### src/rtl/prq_pkg.sv
package prq_pkg;

  // Register offsets decoded by the read port
  localparam logic [11:0] OFS_DONE_WORD = 12'h428;
  localparam logic [11:0] OFS_STATUS    = 12'h430;
  localparam logic [11:0] OFS_PART_LEN  = 12'h44C;
  localparam logic [11:0] OFS_PART_ID   = 12'h450;

  // Bit of the completion word that flags pending records
  localparam int MORE_BIT = 31;
  // Bit of the status word holding the sticky overflow
  localparam int OVFL_BIT = 0;

  // Strobes from control to storage
  typedef struct packed {
    logic push;
    logic pop;
  } prq_strobe_t;

endpackage

### src/rtl/prq_store.sv
module prq_store
  import prq_pkg::*;
#(
  parameter int ID_W  = 5,
  parameter int LEN_W = 24,
  parameter int DEPTH = 4
) (
  input  logic                              clk,
  input  logic                              rstN,
  input  prq_strobe_t                       strb,
  input  logic [ID_W-1:0]                   wrId,
  input  logic [LEN_W-1:0]                  wrLen,
  output logic [ID_W-1:0]                   headId,
  output logic [LEN_W-1:0]                  headLen,
  output logic [$clog2(DEPTH+1)-1:0]        count,
  output logic                              full,
  output logic                              empty
);

  localparam int PTR_W = (DEPTH > 1) ? $clog2(DEPTH) : 1;
  localparam int CNT_W = $clog2(DEPTH + 1);
  localparam logic [PTR_W-1:0] LAST_PTR = PTR_W'(DEPTH - 1);

  logic [PTR_W-1:0] wrPtr, rdPtr;
  logic [ID_W-1:0]  idView  [DEPTH];
  logic [LEN_W-1:0] lenView [DEPTH];

  function automatic logic [PTR_W-1:0] stepPtr(input logic [PTR_W-1:0] p);
    return (p == LAST_PTR) ? '0 : p + 1'b1;
  endfunction

  for (genvar g = 0; g < DEPTH; g++) begin : gSlot
    logic [ID_W-1:0]  slotId;
    logic [LEN_W-1:0] slotLen;
    always_ff @(posedge clk or negedge rstN) begin
      if (!rstN) begin
        slotId  <= '0;
        slotLen <= '0;
      end else if (strb.push && wrPtr == PTR_W'(g)) begin
        slotId  <= wrId;
        slotLen <= wrLen;
      end
    end
    assign idView[g]  = slotId;
    assign lenView[g] = slotLen;
  end

  always_ff @(posedge clk or negedge rstN) begin
    if (!rstN) begin
      wrPtr <= '0;
      rdPtr <= '0;
      count <= '0;
    end else begin
      if (strb.push) wrPtr <= stepPtr(wrPtr);
      if (strb.pop)  rdPtr <= stepPtr(rdPtr);
      case ({strb.push, strb.pop})
        2'b10:   count <= count + 1'b1;
        2'b01:   count <= count - 1'b1;
        default: count <= count;
      endcase
    end
  end

  assign headId  = idView[rdPtr];
  assign headLen = lenView[rdPtr];
  assign empty   = (count == '0);
  assign full    = (count == CNT_W'(DEPTH));

endmodule

### src/rtl/prq_ctrl.sv
module prq_ctrl
  import prq_pkg::*;
#(
  parameter int ID_W   = 5,
  parameter int LEN_W  = 24,
  parameter int ADDR_W = 12,
  parameter int DATA_W = 32
) (
  input  logic              clk,
  input  logic              rstN,
  input  logic              reqValid,
  input  logic [ID_W-1:0]   reqId,
  input  logic              reqReport,
  input  logic              doneValid,
  input  logic [ID_W-1:0]   doneId,
  input  logic              doneEarly,
  input  logic              rdEn,
  input  logic [ADDR_W-1:0] rdAddr,
  input  logic [ID_W-1:0]   headId,
  input  logic [LEN_W-1:0]  headLen,
  input  logic              full,
  input  logic              empty,
  output prq_strobe_t       strb,
  output logic [DATA_W-1:0] rdData,
  output logic              ovflSticky
);

  localparam int NUM_ID = 1 << ID_W;

  logic [NUM_ID-1:0] reportEn;
  logic              recordReq;
  logic              popReq;
  logic [DATA_W-1:0] readMux;

  // Per-identifier report enable, latched at submission
  always_ff @(posedge clk or negedge rstN) begin
    if (!rstN)         reportEn <= '0;
    else if (reqValid) reportEn[reqId] <= reqReport;
  end

  assign recordReq = doneValid && doneEarly && reportEn[doneId];
  assign popReq    = rdEn && (rdAddr == ADDR_W'(OFS_PART_ID)) && !empty;

  // A slot freed in the same cycle makes room for the new record
  assign strb.pop  = popReq;
  assign strb.push = recordReq && (!full || popReq);

  always_ff @(posedge clk or negedge rstN) begin
    if (!rstN)                               ovflSticky <= 1'b0;
    else if (recordReq && full && !popReq)   ovflSticky <= 1'b1;
  end

  always_comb begin
    readMux = '0;
    if (rdAddr == ADDR_W'(OFS_DONE_WORD)) begin
      readMux[MORE_BIT] = !empty;
    end else if (rdAddr == ADDR_W'(OFS_STATUS)) begin
      readMux[OVFL_BIT] = ovflSticky;
    end else if (rdAddr == ADDR_W'(OFS_PART_LEN)) begin
      if (!empty) readMux = DATA_W'(headLen);
    end else if (rdAddr == ADDR_W'(OFS_PART_ID)) begin
      if (!empty) readMux = DATA_W'(headId);
    end
  end

  always_ff @(posedge clk or negedge rstN) begin
    if (!rstN)     rdData <= '0;
    else if (rdEn) rdData <= readMux;
  end

endmodule

### src/rtl/partial_report_queue.sv
module partial_report_queue
  import prq_pkg::*;
#(
  parameter int ID_W   = 5,
  parameter int LEN_W  = 24,
  parameter int DEPTH  = 4,
  parameter int ADDR_W = 12,
  parameter int DATA_W = 32
) (
  input  logic              clk,
  input  logic              rstN,
  input  logic              reqValid,
  input  logic [ID_W-1:0]   reqId,
  input  logic              reqReport,
  input  logic              doneValid,
  input  logic [ID_W-1:0]   doneId,
  input  logic [LEN_W-1:0]  doneBytes,
  input  logic              doneEarly,
  input  logic              rdEn,
  input  logic [ADDR_W-1:0] rdAddr,
  output logic [DATA_W-1:0] rdData,
  output logic              moreReports
);

  localparam int CNT_W = $clog2(DEPTH + 1);

  prq_strobe_t       strb;
  logic [ID_W-1:0]   headId;
  logic [LEN_W-1:0]  headLen;
  logic [CNT_W-1:0]  fillCount;
  logic              full, empty, ovflSticky;

  prq_ctrl #(
    .ID_W(ID_W), .LEN_W(LEN_W), .ADDR_W(ADDR_W), .DATA_W(DATA_W)
  ) uCtrl (
    .clk(clk), .rstN(rstN),
    .reqValid(reqValid), .reqId(reqId), .reqReport(reqReport),
    .doneValid(doneValid), .doneId(doneId), .doneEarly(doneEarly),
    .rdEn(rdEn), .rdAddr(rdAddr),
    .headId(headId), .headLen(headLen), .full(full), .empty(empty),
    .strb(strb), .rdData(rdData), .ovflSticky(ovflSticky)
  );

  prq_store #(
    .ID_W(ID_W), .LEN_W(LEN_W), .DEPTH(DEPTH)
  ) uStore (
    .clk(clk), .rstN(rstN), .strb(strb),
    .wrId(doneId), .wrLen(doneBytes),
    .headId(headId), .headLen(headLen),
    .count(fillCount), .full(full), .empty(empty)
  );

  assign moreReports = !empty;

endmodule

### config.mk
export PLATFORM = sky130hd
export DESIGN_NAME = partial_report_queue
export DESIGN_NICKNAME = d
export VERILOG_FILES = /design/src/rtl/prq_pkg.sv /design/src/rtl/prq_store.sv /design/src/rtl/prq_ctrl.sv /design/src/rtl/partial_report_queue.sv
export SDC_FILE = /design/constraint.sdc
export NUM_CORES = 1
export LEC_CHECK = 0
export ABC_CLOCK_PERIOD_IN_PS = 5400
export BUFFER_PORTS_ARGS = -buffer_cell sky130_fd_sc_hd__buf_2
export CORE_MARGIN = 3
export CORE_UTILIZATION = 60
export CTS_BUF_LIST = sky130_fd_sc_hd__clkbuf_8
export CTS_CLUSTER_DIAMETER = 80
export DETAILED_ROUTE_END_ITERATION = 8
export GPL_TIMING_DRIVEN = 0
export PLACE_DENSITY = 0.92
export SYNTH_ARGS = -nofsm -noshare
export SYNTH_HDL_FRONTEND = slang
export SYNTH_SLANG_ARGS = --single-unit
export TNS_END_PERCENT = 30
### constraint.sdc
create_clock -name clk -period 5.4 [get_ports clk]
set_input_delay 1.08 -clock clk [delete_from_list [all_inputs] [get_ports clk]]
set_output_delay 1.08 -clock clk [all_outputs]
set_load 0.05 [all_outputs]
======== Word-level counts from Yosys, hierarchy flattened ========
Cells that the tools add are included.
operators by class
  eq/ne operators ......................... 11
  multiplexer cells ....................... 22
  order comparisons ....................... 4
  add/subtract/negate cells ............... 4
  bitwise gates (word level) .............. 1
  reduce and logical (&&, ||, !) cells .... 19
operators with widths
  kind                    count
  $mux W24                3
  $mux W31                2
  $bmux W24 S2            1
  $eq A12 B11 Y1 const B  4
  $bwmux W32              1
  $mux W32                1
  $mux W5                 4
  $logic_and A1 B1 Y1     12
  $lt A5 B6 Y1 const B    2
  $bmux W5 S2             1
  $eq A2 B2 Y1 const B    4
  $pmux W3 S2             1
  $bmux W1 S5             1
  $demux W1 S5            1
  $ge A5 B1 Y1 const B    1
  $add A2 B1 Y2 const B   2
  $eq A2 B1 Y1 const B    2
  $mux W1                 4
  $mux W2                 2
  $add A3 B1 Y3 const B   1
  $eq A3 B3 Y1 const B    1
  $ge A3 B3 Y1 const B    1
  $logic_not A1 Y1        3
  $logic_not A3 Y1        1
  5 further kinds         5
word-level totals
  register bits after elaboration ......... 188
  output and inout bits ................... 33
  input bits .............................. 53

======== Logic depth before layout (Yosys ltp) ========
  depth after elaboration ................. 9
  depth in mapped cells ................... 11
  gate-level depth less buffers ........... 10

======== By module ========
A second synthesis with hierarchy kept.
second synthesis, totals
  cell total of the unflattened synthesis .. 561
  area, all modules ....................... 8,450.6 µm²
by module, submodules not included
  module                times used  cells an instance  area each (µm²)
  prq_store             1           317                5,570.3
  prq_ctrl              1           243                2,876.5
  partial_report_queue  1           1                  3.8

======== Worst setup path after synthesis ========
Ideal clock, no wire load.
  kind .................................... input to register
  from .................................... input port doneId[2]
  to ...................................... register uStore.gSlot[3].slotLen[13]
  stages .................................. 9
  arrival ................................. 3,233 ps
  path slack .............................. 2,042 ps
  cells stage by stage .................... clkbuf_1 -> mux4_2 -> a222oi_1 -> and3_1 -> buf_4 -> nand2_2 -> buf_6 -> buf_6 -> mux2_4
on the way
  cells in the longest elaborated chain, start to end .. 5
ends and longest elaborated chain
  item                           line                        text
  from (decl)                    partial_report_queue.sv:16  input logic [ID_W-1:0] doneId,
  $bmux W1 S5                    prq_ctrl.sv:41              assign recordReq = doneValid && doneEarly && reportEn[doneId];
  $mux W1 (not written as such)  prq_ctrl.sv:41
  $logic_and A1 B1 Y1            prq_ctrl.sv:41
  $logic_and A1 B1 Y1            prq_ctrl.sv:46              assign strb.push = recordReq && (!full || popReq);
  $logic_and A1 B1 Y1            prq_store.sv:39             end else if (strb.push && wrPtr == PTR_W'(g)) begin
  to (signal assigned)           prq_store.sv:41             slotLen <= wrLen;
  to (decl)                      prq_store.sv:34             logic [LEN_W-1:0] slotLen;
Every way passes these cells. The select of a mux whose other input is x is not followed.
A chain may end at the register's enable or synchronous reset.

======== Worst setup path in the final report ========
  from .................................... input port doneId[2]
  to ...................................... register uStore.count[2]
on the way
  cells in the longest elaborated chain, start to end .. 6
  elaborated cells between the ends (all ways) .. 8
ends and longest elaborated chain
  item                                               line             text
  $bmux W1 S5 (*)                                    prq_ctrl.sv:41
  $mux W1 (not written as such) (*)                  prq_ctrl.sv:41
  $logic_and A1 B1 Y1 (*)                            prq_ctrl.sv:41
  $logic_and A1 B1 Y1 (*)                            prq_ctrl.sv:46
  $eq A2 B1 Y1 or $eq A2 B2 Y1 (tied branches)       prq_store.sv:56  case ({strb.push, strb.pop})
  $pmux W3 S2 or $reduce_bool A2 Y1 (tied branches)  -
  to (signal assigned)                               prq_store.sv:57  2'b10: count <= count + 1'b1;
  to (signal assigned)                               prq_store.sv:58  2'b01: count <= count - 1'b1;
  to (signal assigned)                               prq_store.sv:59  default: count <= count;
  to (decl)                                          prq_store.sv:15  output logic [$clog2(DEPTH+1)-1:0] count,
Every way passes the cells marked *; elsewhere a longest branch is shown, timed or not. The select of a mux whose other input is x is not followed.

==> flow_summary.toml <==
[outcome]
status = "complete, no violations"

[placement]
dp_cells = 876
dpl.hpwl_um = 12500
dpl-instance-area_um2 = 9230
dp_slack_ns = 1.51
io_buffers = 74
gp_congestion = 0.904

[clock_tree]
clockBufferDepth = 2
clk_pin_slew_ns = 0.09
post_cts_buffers = 0
cts_max_level = 4
cts_made_buffers = 17
clkSinkCount = 181
cts_resized = 0
hold_buffers = 0
cts_tree = "built"
root_buffer = "clkbuf_8"
clock_latency_ns = 0.47

[route]
post_drt_wl_per_cell_um = 20.1
drc = 0
drt_wl_total_um = 18300
viasPerCell = 6.00
dr.pass1.iters = 4
vias = 5448
antenna_left = 0
drt_first_iter_violations = 362

[worst_hold_path]
whs_path_depth = 1
hold_start = "uStore.gSlot[1].slotLen[1]"
holdCritPathClass = "reg2reg"
min_to = "uStore.gSlot[1].slotLen[1]"

[critical_path]
cp.required_ns = 5.78
r2r_slack_ns = 2.64
r2r_cells = 9
r2r-end = "uStore.count[2]"
reg2reg_from = "uCtrl.reportEn[31]"
cp-end-kind = "flip-flop"
arrival_ns = 3.86
worstSetupPathType = "in2reg"
crit_path_start_kind = "input port"
crit_fanout = 8

[cells_and_area]
area_delta_synth_final_pct = 12.9
n_antenna_cell = 0
post_route_cells_drive_above_1_share = 0.438
fin_cells = 908
final_area_um2 = 9680
final_net_count = 774

[global_routing]
first_global_vias = 5870
grt_use_total = 0.242
grt-ovfl-total = 0
grt_first_pass_wirelength_um = 30300
antenna_found_initial = 0
grt_max_degree = 108

[power]
ir_drop_mv = 0.250
power.switching_w = 0.00117
combPwrFrac = 0.257
finalPower_w = 0.00421
switching_share = 0.278
cellPowerDensity_nw_per_um2 = 435
pwr-share-seq = 0.501
p_int_w = 0.00304
power_leakage_nw = 4.57
clkPwrFrac = 0.242

[timing]
setup_ws_ns = 1.92
min_period_ns = 3.48
drv_slew = 0
finalSetupViolCount = 0
setup-tns-final_ns = 0
final_hold_viol_count = 0
tightest_slew_ns = 0.878
rsz0062_at_grt = "no"
max_freq_ghz = 0.287
slew_headroom = 0.415
period_share = 0.645
fin_skew_ns = 0.0180

[die]
core_um2 = 13900
fp.dieW_um = 126
rows = 43
pin_count = 86
die_y_um = 126
initial_core_util = 0.615
die_area_um2 = 15800

[yosys]
syn_area_per_cell_um2 = 13.9
ys_seq_area_frac = 0.528
async_flop_share = 1.00
synth-edff-count = 0
ys_types = 46
synth-main-ff-cell = "dfrtp_1"
synthesis.area_um2 = 8580
ys_ff_latch = 181
ys.warnings.count = 0
netlist_instances = 615

[run]
maxCapViolCount = 0
==> how the worst max path moves through the flow <==
stage	start	end	slack, ns	cells past startpoint
2_1_floorplan	doneId[2]	uStore.gSlot[3].slotLen[13]	2.04	9
3_3_place_gp	rstN	uCtrl.reportEn[29]	0.73	1
3_5_place_dp	doneId[2]	uStore.gSlot[0].slotLen[18]	1.51	9
4_1_cts	doneId[2]	uStore.gSlot[2].slotLen[17]	1.99	9
5_1_grt	doneId[2]	uStore.count[2]	1.76	9
6_report	doneId[2]	uStore.count[2]	1.92	9
==> per-layer routing <==
| layer | part of all wire | global-route usage | vias to the layer above | wire [um] |
|---|---|---|---|---|
| met2 | 0.51 | 0.402 | 215 | 9380 |
| li1 | - | - | 2379 | - |
| met5 | 0 | 0 | - | 0 |
| met4 | 0.022 | 0.0880 | 0 | 397 |
| met1 | 0.40 | 0.315 | 2810 | 7340 |
| met3 | 0.064 | 0.0543 | 44 | 1170 |
==> power groups by stage <==
stage               clock [W]  combinational [W]  sequential [W]
finish                0.00102            0.00108         0.00211
global route          0.00109            0.00117         0.00215
CTS                   0.00103            0.00109         0.00209
detailed placement          0            0.00106         0.00211
global placement            0           0.000988         0.00205
floorplan                   0           0.000864         0.00201
==> state kept, by name (all words and copies together), names as in the netlist <==
name and cells:
uCtrl.ovflSticky 1, uCtrl.rdData 25, uCtrl.reportEn 32, uStore.count 3
uStore.gSlot.slotId 20, uStore.gSlot.slotLen 96, uStore.rdPtr 2, uStore.wrPtr 2
==> worst max-delay path, cell delays in order <==
cell,delay (ns)
clkbuf_1,0.43
mux4_2,0.59
a222oi_1,0.56
nand2_1,0.29
nand2_1,0.19
fa_1,0.23
nor2_1,0.05
a32o_1,0.26
a31oi_1,0.17
==> Yosys cell counts, types with 2 or more instances <==
master | instances | share of area
nand4b_1 | 2 | 0.0020
ha_1 | 5 | 0.0073
mux2i_1 | 18 | 0.021
a31oi_1 | 3 | 0.0022
nor2_1 | 26 | 0.011
mux4_2 | 33 | 0.087
buf_2 | 5 | 0.0029
or2_2 | 2 | 0.0015
and3_1 | 2 | 0.0015
o22ai_1 | 19 | 0.014
dfrtp_1 | 181 | 0.53
buf_4 | 9 | 0.0079
buf_1 | 5 | 0.0022
nor3_1 | 3 | 0.0018
mux2_4 | 40 | 0.070
mux2_2 | 109 | 0.14
nor3b_1 | 4 | 0.0035
buf_6 | 9 | 0.012
nand3_1 | 3 | 0.0018
o21ai_0 | 12 | 0.0070
inv_1 | 49 | 0.021
or3_1 | 2 | 0.0015
nand2_2 | 4 | 0.0029
nand3b_1 | 3 | 0.0026
nand2_1 | 25 | 0.011
nand4_1 | 2 | 0.0015
clkbuf_1 | 11 | 0.0048
nor2b_1 | 11 | 0.0080
==> cells in the final DEF, fill, tap and decap left out, types with 12 or more instances in the layout <==
| cell | netlist | final |
|---|---|---|
| inv_1 | 49 | 49 |
| mux2_4 | 40 | 40 |
| clkbuf_8 | 0 | 18 |
| dfrtp_1 | 181 | 181 |
| nor2_1 | 26 | 26 |
| buf_2 | 5 | 78 |
| nand2_1 | 25 | 25 |
| o21ai_0 | 12 | 12 |
| o22ai_1 | 19 | 19 |
| mux4_2 | 33 | 33 |
| mux2_2 | 109 | 109 |
| mux2i_1 | 18 | 18 |
==> layout make-up <==
class	instances	area, um^2
clock inverters	14	200
inverters	49	184
flip-flops and latches	181	4530
well taps	180	225
clock buffers	18	248
plain buffers	39	254
repair buffers	75	408
multi-input cells	352	3630
fillers	856	4260
==> kinds of logic after synthesis <==
logic type,count (synthesis),synth area share
xor+xnor,2,0.00204
flops,181,0.528
mux,200,0.321
simple gates,97,0.0591
fa+ha+maj,6,0.00963
buf+inv,88,0.0511
compound gates,40,0.0287
other cells,1,0.000437
==> stage by stage <==
stage	utilization	hold slack (ns)
3_3_place_gp	0.660	0.479
4_1_cts	0.695	0.513
5_1_grt	0.695	0.517
3_5_place_dp	0.662	0.491
6_report	0.695	0.511
2_1_floorplan	-	0.443
Note: power is estimated with default switching activity, not from simulation.
